$ cat src/rtl/sector_ecc_pkg.sv
package sector_ecc_pkg;
  typedef enum logic [1:0] {
    ST_CLEAN   = 2'd0,
    ST_FIXED   = 2'd1,
    ST_CODEERR = 2'd2,
    ST_UNCORR  = 2'd3
  } eccStatus_t;

  typedef struct packed {
    logic clrAcc;
    logic foldByte;
    logic chkEn;
  } eccStrobe_t;
endpackage

$ cat src/rtl/sector_ecc_ctrl.sv
module sector_ecc_ctrl
  import sector_ecc_pkg::*;
#(
  parameter int SECTOR_BYTES = 512,
  localparam int BYTE_W = $clog2(SECTOR_BYTES),
  localparam int CNT_W = BYTE_W + 1
) (
  input  logic              clk,
  input  logic              rstN,
  input  logic              start,
  input  logic              inValid,
  input  logic              chkReq,
  output eccStrobe_t        strobe,
  output logic [BYTE_W-1:0] byteIdx
);
  logic [CNT_W-1:0] count;
  logic             room;

  assign room = (count < CNT_W'(SECTOR_BYTES));

  always_comb begin
    strobe.clrAcc   = start;
    strobe.foldByte = inValid && (start || room);
    strobe.chkEn    = chkReq;
    byteIdx         = start ? '0 : count[BYTE_W-1:0];
  end

  always_ff @(posedge clk) begin
    if (!rstN) count <= '0;
    else if (start) count <= inValid ? CNT_W'(1) : '0;
    else if (inValid && room) count <= count + CNT_W'(1);
  end

  // the byte counter never runs past the sector size
  a_r5_count_bound: assert property (@(posedge clk) disable iff (!rstN)
    count <= CNT_W'(SECTOR_BYTES));
  // a start pulse restarts the count
  a_r4_start_clears: assert property (@(posedge clk) disable iff (!rstN)
    start |=> (count <= CNT_W'(1)));
endmodule

$ cat src/rtl/sector_ecc_dpath.sv
module sector_ecc_dpath
  import sector_ecc_pkg::*;
#(
  parameter int SECTOR_BYTES = 512,
  localparam int BYTE_W = $clog2(SECTOR_BYTES),
  localparam int BIT_W = 3,
  localparam int ADDR_W = BYTE_W + BIT_W,
  localparam int CODE_W = 2 * ADDR_W
) (
  input  logic              clk,
  input  logic              rstN,
  input  eccStrobe_t        strobe,
  input  logic [BYTE_W-1:0] byteIdx,
  input  logic [7:0]        inByte,
  input  logic [CODE_W-1:0] storedEcc,
  output logic [CODE_W-1:0] eccCode,
  output logic              resValid,
  output logic [1:0]        status,
  output logic [BYTE_W-1:0] errByte,
  output logic [7:0]        errMask
);
  logic [ADDR_W-1:0] oddAcc, evenAcc;
  logic [ADDR_W-1:0] oddHit, evenHit;
  logic              bytePar;

  assign bytePar = ^inByte;

  // mask of bit positions b within a byte whose bit k is set
  function automatic logic [7:0] posMask(input int k);
    logic [7:0] m;
    for (int b = 0; b < 8; b++) m[b] = ((b >> k) & 1) == 1;
    return m;
  endfunction

  for (genvar k = 0; k < ADDR_W; k++) begin : g_par
    if (k < BIT_W) begin : g_bitpos
      assign oddHit[k]  = ^(inByte & posMask(k));
      assign evenHit[k] = ^(inByte & ~posMask(k));
    end else begin : g_bytepos
      assign oddHit[k]  = byteIdx[k-BIT_W] & bytePar;
      assign evenHit[k] = ~byteIdx[k-BIT_W] & bytePar;
    end
  end

  always_ff @(posedge clk) begin
    if (!rstN) begin
      oddAcc  <= '0;
      evenAcc <= '0;
    end else begin
      if (strobe.clrAcc) begin
        oddAcc  <= strobe.foldByte ? oddHit : '0;
        evenAcc <= strobe.foldByte ? evenHit : '0;
      end else if (strobe.foldByte) begin
        oddAcc  <= oddAcc ^ oddHit;
        evenAcc <= evenAcc ^ evenHit;
      end
    end
  end

  assign eccCode = ~{oddAcc, evenAcc};

  // classification
  logic [CODE_W-1:0] diff;
  logic [ADDR_W-1:0] hiHalf, loHalf;
  logic [BYTE_W-1:0] offs;
  logic              complementary, singleBit;
  eccStatus_t        nextStatus;

  assign diff          = storedEcc ^ eccCode;
  assign hiHalf        = diff[CODE_W-1:ADDR_W];
  assign loHalf        = diff[ADDR_W-1:0];
  assign offs          = hiHalf[ADDR_W-1:BIT_W];
  assign complementary = ((hiHalf ^ loHalf) == '1);
  assign singleBit     = (diff != '0) && ((diff & (diff - CODE_W'(1))) == '0);

  always_comb begin
    if (diff == '0) nextStatus = ST_CLEAN;
    else if (complementary && (32'(offs) < SECTOR_BYTES)) nextStatus = ST_FIXED;
    else if (singleBit) nextStatus = ST_CODEERR;
    else nextStatus = ST_UNCORR;
  end

  always_ff @(posedge clk) begin
    if (!rstN) begin
      resValid <= 1'b0;
      status   <= ST_CLEAN;
      errByte  <= '0;
      errMask  <= '0;
    end else begin
      resValid <= strobe.chkEn;
      if (strobe.chkEn) begin
        status  <= nextStatus;
        errByte <= (nextStatus == ST_FIXED) ? offs : '0;
        errMask <= (nextStatus == ST_FIXED) ? (8'd1 << hiHalf[BIT_W-1:0]) : 8'd0;
      end
    end
  end

  // a result follows a request by exactly one cycle
  a_r6_result_timing: assert property (@(posedge clk) disable iff (!rstN)
    strobe.chkEn |=> resValid);
  a_r6_no_spurious: assert property (@(posedge clk) disable iff (!rstN)
    !strobe.chkEn |=> !resValid);
  // a corrected result carries exactly one mask bit and an in-range offset
  a_r7_mask_onehot: assert property (@(posedge clk) disable iff (!rstN)
    (resValid && status == ST_FIXED) |-> ($countones(errMask) == 1 &&
                                          32'(errByte) < SECTOR_BYTES));
  // no mask unless a data bit is corrected
  a_r9_mask_zero: assert property (@(posedge clk) disable iff (!rstN)
    (resValid && status != ST_FIXED) |-> (errMask == 8'd0));
  // a start without a byte leaves the code all ones
  a_r1_cleared_code: assert property (@(posedge clk) disable iff (!rstN)
    (strobe.clrAcc && !strobe.foldByte) |=> (eccCode == '1));
endmodule

$ cat src/rtl/sector_hamming_ecc.sv
module sector_hamming_ecc
  import sector_ecc_pkg::*;
#(
  parameter int SECTOR_BYTES = 512,
  localparam int BYTE_W = $clog2(SECTOR_BYTES),
  localparam int ADDR_W = BYTE_W + 3,
  localparam int CODE_W = 2 * ADDR_W
) (
  input  logic              clk,
  input  logic              rstN,
  input  logic              start,
  input  logic              inValid,
  input  logic [7:0]        inByte,
  input  logic              chkReq,
  input  logic [CODE_W-1:0] storedEcc,
  output logic [CODE_W-1:0] eccCode,
  output logic              resValid,
  output logic [1:0]        status,
  output logic [BYTE_W-1:0] errByte,
  output logic [7:0]        errMask
);
  eccStrobe_t        strobe;
  logic [BYTE_W-1:0] byteIdx;

  sector_ecc_ctrl #(.SECTOR_BYTES(SECTOR_BYTES)) u_ctrl (
    .clk(clk), .rstN(rstN), .start(start), .inValid(inValid),
    .chkReq(chkReq), .strobe(strobe), .byteIdx(byteIdx)
  );

  sector_ecc_dpath #(.SECTOR_BYTES(SECTOR_BYTES)) u_dpath (
    .clk(clk), .rstN(rstN), .strobe(strobe), .byteIdx(byteIdx),
    .inByte(inByte), .storedEcc(storedEcc), .eccCode(eccCode),
    .resValid(resValid), .status(status), .errByte(errByte),
    .errMask(errMask)
  );
endmodule

$ cat config.mk
export PLATFORM = sky130hd
export DESIGN_NAME = sector_hamming_ecc
export DESIGN_NICKNAME = d
export VERILOG_FILES = /design/src/rtl/sector_ecc_pkg.sv /design/src/rtl/sector_ecc_ctrl.sv /design/src/rtl/sector_ecc_dpath.sv /design/src/rtl/sector_hamming_ecc.sv
export SDC_FILE = /design/constraint.sdc
export NUM_CORES = 1
export LEC_CHECK = 0
export BUFFER_PORTS_ARGS = -buffer_cell sky130_fd_sc_hd__buf_2
export CORE_MARGIN = 2
export CORE_UTILIZATION = 49
export CTS_CLUSTER_DIAMETER = 60
export CTS_CLUSTER_SIZE = 25
export DETAILED_ROUTE_END_ITERATION = 8
export GPL_TIMING_DRIVEN = 1
export PLACE_DENSITY = 0.82
export SLEW_MARGIN = 20
export SYNTH_ARGS = -nofsm -noshare
export SYNTH_HDL_FRONTEND = slang
export SYNTH_HIERARCHICAL = 1
export SYNTH_SLANG_ARGS = --single-unit
$ cat constraint.sdc
create_clock -name clk -period 2.06 [get_ports clk]
set_clock_uncertainty 0.2 [all_clocks]
set_input_delay 0.412 -clock clk [delete_from_list [all_inputs] [get_ports clk]]
set_output_delay 0.412 -clock clk [all_outputs]
set_load 0.01 [all_outputs]
* After elaboration in Yosys (flattened, before gate mapping)
Cells that the tools add are included.
W data, S select, Z words.
** Operators by class
- Reduce and logical (&&, ||, !) cells :: 16
- $add $sub $neg :: 2
- Bitwise operators :: 33
- Equality and inequality tests :: 2
- Muxes and demuxes :: 15
- Shifts and indexed selects :: 1
- Order comparisons :: 1
** Operator list (number)
- $mux W12 :: 6
- $reduce_xor A8 Y1 :: 7
- $logic_not A24 Y1 :: 2
- $xor A12 B12 Y12 :: 3
- $and A24 B24 Y24 :: 1
- $not A24 Y24 :: 1
- $reduce_bool A24 Y1 :: 1
- $sub A24 B1 Y24 const B :: 1
- $xor A24 B24 Y24 :: 1
- $mux W10 :: 2
- $and A1 B1 Y1 :: 18
- $mux W9 :: 2
- $eq A12 B12 Y1 const B :: 1
- $add A10 B1 Y10 const B :: 1
- $lt A10 B10 Y1 const B :: 1
- $not A1 Y1 :: 9
- $mux W8 :: 1
- $shl A1 B3 Y8 const A :: 1
- $mux W2 :: 2
- $reduce_bool A2 Y1 :: 2
- $logic_and A1 B1 Y1 :: 3
- $eq A2 B1 Y1 const B :: 1
- $mux W1 :: 2
- $logic_or A1 B1 Y1 :: 1
** Storage, ports and cells
- Word-level logic and storage cells :: 77
- Register bits after elaboration :: 54
- Output and inout port bits :: 44
- Bits of input ports :: 37

* Depth between registers and ports, before layout
- Word-level depth :: 11
- Gate-level depth with buffers :: 9
- Mapped depth without buffers :: 7

* By module
The synthesis kept the hierarchy.
** By module, submodules not included
- sector_ecc_dpath :: cells an instance 334, sequential area each 880.8 µm², instances 1, area an instance 2783.9 µm²
- sector_ecc_ctrl :: cells an instance 66, sequential area each 200.2 µm², instances 1, area an instance 541.8 µm²

* Worst setup path after synthesis
Ideal clock, no wire load.
- Path type :: input -> register
- Start point :: input port start
- End point :: register u_dpath.oddAcc[3]
- Required time :: 1.745 ns
- Setup slack :: 0.021 ns
- Path buffers :: 3
- Library setup time :: 0.115 ns
- Cell stages on the path :: 9
- Data arrival time :: 1.724 ns
- Cell sequence :: clkbuf_1 inv_1 a21boi_0 clkbuf_1 and2_1 buf_2 nand2_1 xnor2_1 and2_1
** RTL lines
- from (decl) :: RTL line sector_hamming_ecc.sv:11 : input logic start,
- to (signal assigned) :: RTL line sector_ecc_dpath.sv:51 : oddAcc <= strobe.foldByte ? oddHit : '0;
- to (signal assigned) :: RTL line sector_ecc_dpath.sv:54 : oddAcc <= oddAcc ^ oddHit;
- to (decl) :: RTL line sector_ecc_dpath.sv:22 : logic [ADDR_W-1:0] oddAcc, evenAcc;

* Worst setup path in the final report
- Start point :: register u_dpath.evenAcc[3]
- End point :: register u_dpath.status[0]
** On the way
- Cells in the longest elaborated chain, start to end :: 9
- Elaborated cells on any way between the ends :: 13
- Those cells by class :: 1 x add/sub; 1 x eq/ne; 3 x mux; 4 x bitwise; 4 x reduce/logical
** RTL lines
- from (decl) :: RTL line sector_ecc_dpath.sv:22
- from (signal assigned) :: RTL line sector_ecc_dpath.sv:52 : evenAcc <= strobe.foldByte ? evenHit : '0;
- from (signal assigned) :: RTL line sector_ecc_dpath.sv:55 : evenAcc <= evenAcc ^ evenHit;
- $not A24 Y24 (*) :: RTL line sector_ecc_dpath.sv:60 : assign eccCode = ~{oddAcc, evenAcc};
- $xor A24 B24 Y24 (*) :: RTL line sector_ecc_dpath.sv:69 : assign diff = storedEcc ^ eccCode;
- $sub A24 B1 Y24 :: RTL line sector_ecc_dpath.sv:74 : assign singleBit = (diff != '0) && ((diff & (diff - CODE_W'(1))) == '0);
- $and A24 B24 Y24 :: RTL line sector_ecc_dpath.sv:74
- $logic_not A24 Y1 :: RTL line sector_ecc_dpath.sv:74
- $logic_and A1 B1 Y1 :: RTL line sector_ecc_dpath.sv:74
- $mux W1 :: RTL line sector_ecc_dpath.sv:79 : else if (singleBit) nextStatus = ST_CODEERR;
- $mux W2 :: RTL line sector_ecc_dpath.sv:78 : else if (complementary && (32'(offs) < SECTOR_BYTES)) nextStatus = ST_FIXED;
- $mux W2 (*) :: RTL line sector_ecc_dpath.sv:77 : if (diff == '0) nextStatus = ST_CLEAN;
- to (signal assigned) :: RTL line sector_ecc_dpath.sv:92 : status <= nextStatus;
- to (decl) :: RTL line sector_ecc_dpath.sv:18 : output logic [1:0] status,
Mark *: on every way between the ends. The rest lies on a longest branch, timed or not.
A chain may end at the register's enable or synchronous reset.

==> impl_metrics.py <==
metrics = {
    "place": {
        "gp_congestion": 0.920,
        "io_buffers": 80,
        "placed_cells": 600,
        "hpwl_um": 6590,
    },
    "cts": {
        "holdBufCountCts": 0,
        "htree_levels": 2,
        "cts_buffers": 5,
        "clock_sinks": 54,
        "clock-root-buffer": "clkbuf_8",
        "clkLatencyLatePin_ps": 300,
        "cts_tree": "built",
        "cts.reportedPaths.clkPinSlew_ps": 100,
        "clockBufferDepth": 2,
    },
    "timing": {
        "min_period_ps": 2190,
        "fin_ws_ps": -133,
        "hold_violations": 0,
        "fmax_mhz": 456,
        "tightestPinTransition_ps": 369,
        "worst_slew_margin_rel_pct": 75.2,
        "drv_slew": 0,
        "setup_viol": 1,
        "fin_crit_sh_pct": 106,
        "rsz0062_at_grt": "true",
    },
    "worst_setup_path": {
        "worstSetupStartpointType": "register",
        "timing.critical_path.buf_inv": 1,
        "crit_type": "register to register",
        "slowest_delay_ps": 370,
        "cp_cell_sequence": "xnor2_4 > nor4_4 > nand4_1 > buf_4 > nor3b_2 > o21ai_1 > nor3_2 > a21oi_1",
        "crit_fanout": 5,
        "cp_top_family": "simple AND/OR/NAND/NOR gates",
        "cp.arrival_ps": 2190,
        "cp_slowest_cell": "dfxtp_2",
        "required_ps": 2060,
        "critPathCaptureType": "register",
    },
    "detailed_routing": {
        "drt_iter0_drc": 230,
        "drt_pre_antenna_iters": 5,
        "drc": 0,
        "routed_wl_um": 9730,
        "wire_per_inst_um": 15.8,
        "ant_nets": 0,
        "via_per_inst": 5.37,
        "vias": 3305,
    },
    "power_and_ir_drop": {
        "leakagePower_uw": 0.00186,
        "power_density_nw_per_um2": 696,
        "p_clk_share_pct": 27.0,
        "p_int_uw": 2210,
        "switching_share_pct": 31.7,
        "p_seq_share_pct": 36.4,
        "combPwrFrac_pct": 36.6,
        "finalPower_uw": 3230,
        "ir_drop_mv": 0.383,
        "net-switching-power_uw": 1020,
    },
    "yosys": {
        "synth_area_um2": 3330,
        "synth-adder-area-share_pct": 0.376,
        "yosysWarnings": 6,
        "syn_nets": 438,
        "synth_compound_area_share_pct": 10.4,
        "synth-edff-count": 0,
        "seq_area_frac_synth_pct": 32.5,
        "ys_ff_latch": 54,
        "synth_flop_cell": "dfxtp_1",
        "synthSimpleGateAreaFrac_pct": 27.3,
        "synthMuxAreaShare_pct": 0.301,
        "synth-async-reset-ratio_pct": 0,
        "synth-xor-area-share_pct": 24.2,
        "synth_cell_types": 44,
        "synthCells": 400,
        "synth_top_family_by_area": "simple AND/OR/NAND/NOR gates",
        "synth_area_per_cell_um2": 8.31,
    },
    "global_routing": {
        "grt_util_met1_pct": 27.2,
        "grt.met3_usage_pct": 4.00,
        "grt_pass1_vias": 3073,
        "antenna_found_initial": 0,
        "grt_pass1_wl_um": 13900,
        "grtUsageTotal_pct": 23.2,
        "grt-ovfl-total": 0,
        "grt.busiest_layer": "met2",
        "grt_max_degree": 36,
        "grt_util_met2_pct": 42.1,
    },
    "floorplan": {
        "io_pins": 81,
        "dieArea_um2": 7460,
        "die_h_um": 86.4,
        "rows": 30,
        "core_um2": 6680,
        "initial_core_util_pct": 49.8,
        "die_w_um": 86.4,
    },
    "finish": {
        "final_cell_mix": "buf_2 (80), buf_4 (57), xnor2_1 (47)",
        "nFillCells": 488,
        "fin_cells": 615,
        "drive_gt1_share_pct": 37.4,
        "layout_commonest_cell": "buf_2",
        "area_delta_synth_final_pct": 39.5,
        "num_antenna_cells": 0,
        "nets": 572,
    },
    "min_path": {
        "hold_path_class": "input pin to register",
    },
    "flow_run": {
        "cap_violations": 0,
    },
    "outcome": {
        "status": "finished, violations left",
        "violations": "negative setup slack",
    },
}
-- cell usage after synthesis (7+ instances only) --
library cell / instances / share of area, %
a22o_1: 7 / 1.8
clkbuf_1: 9 / 1.0
nor2b_1: 16 / 3.0
and2_1: 23 / 4.3
xnor2_1: 57 / 15
xnor2_2: 14 / 6.8
nand2_1: 40 / 4.5
nand2b_1: 11 / 2.1
o21ai_0: 9 / 1.4
dfxtp_1: 54 / 33
xor2_1: 9 / 2.4
inv_1: 29 / 3.3
nor2_1: 35 / 4.0
o21ai_1: 8 / 1.2
nor3_1: 7 / 1.1
a21oi_1: 14 / 2.1
-- what timing repair did --
item	in CTS	in global routing
setup endpoints to repair	9	19
gates resized for setup	3	41
endpoints found under the hold margin	0	0
buffers inserted	1	7
pin swaps	5	25
-- kinds of logic after synthesis --
group	Yosys count
AND/OR/NAND/NOR	168
XOR/XNOR	80
AO/OA/AOI/OAI	55
flip-flops	54
buffers and inverters	41
multiplexers	1
adder cells (fa/ha/maj)	1
-- worst paths after layout --
| path | from | endpoint | slack (ps) | depth (start not counted) |
|---|---|---|---|---|
| worst min-delay path | inValid | u_ctrl/count[0] | 210 | 3 |
| worst max-delay path | u_dpath/evenAcc[3] | u_dpath/status[0] | -130 | 8 |
| worst max register to register | u_dpath/evenAcc[3] | u_dpath/status[0] | -130 | 8 |
| worst min register to register | u_dpath/errMask[7] | u_dpath/errMask[7] | 250 | 2 |
-- registers in the layout, summed over array words and instances (netlist names) --
register          count
u_dpath/status        2
u_dpath/evenAcc      12
u_dpath/errByte       9
u_ctrl/count         10
u_dpath/resValid      1
u_dpath/oddAcc       12
u_dpath/errMask       8
-- final cells by class --
| type | count | area (µm²) | share of cell area [%] |
|---|---|---|---|
| Multi-Input combinational cell | 305 | 2320 | 50.0 |
| Sequential cell | 54 | 1100 | 23.7 |
| Timing Repair Buffer | 139 | 868 | 18.7 |
| Inverter | 29 | 109 | 2.35 |
| Tap cell | 80 | 100 | 2.16 |
| Clock buffer | 6 | 82.6 | 1.78 |
| Clock inverter | 2 | 60.1 | 1.29 |
-- power groups by stage --
stage	registers (µW)	clock network (µW)	logic [µW]
after floorplan	1170	0	595
after global placement	1170	0	945
after detailed placement	1170	0	966
after CTS	1150	875	992
after global routing	1180	916	1250
final	1180	872	1180
-- tightest hold or removal path: stages --
cell and delay [ps]:
buf_2 130, o21ai_0 70, a21boi_0 70
-- metal layers --
metal | vias to the layer above | part of all wire [%] | wire length (µm)
met4 | 0 | 3.3 | 318
met2 | 132 | 52 | 5060
li1 | 1571 | - | -
met1 | 1567 | 40 | 3840
met3 | 35 | 5.2 | 509
met5 | - | 0 | 0
-- through the flow --
| step | hold WS, ps | area (µm²) | utilization (%) | setup TNS, ps | worst slack [ps] |
|---|---|---|---|---|---|
| 2_1_floorplan | 262 | 3330 | - | 0 | 21.3 |
| 3_3_place_gp | 223 | 4180 | 62.5 | -2220 | -221 |
| 3_5_place_dp | 241 | 4180 | 62.5 | -3690 | -299 |
| 4_1_cts | 207 | 4350 | 65.1 | -41.2 | -10.1 |
| 5_1_grt | 230 | 4640 | 69.5 | -240 | -227 |
| 6_report | 210 | 4640 | 69.5 | -133 | -133 |
(Power assumes the default switching activity.)
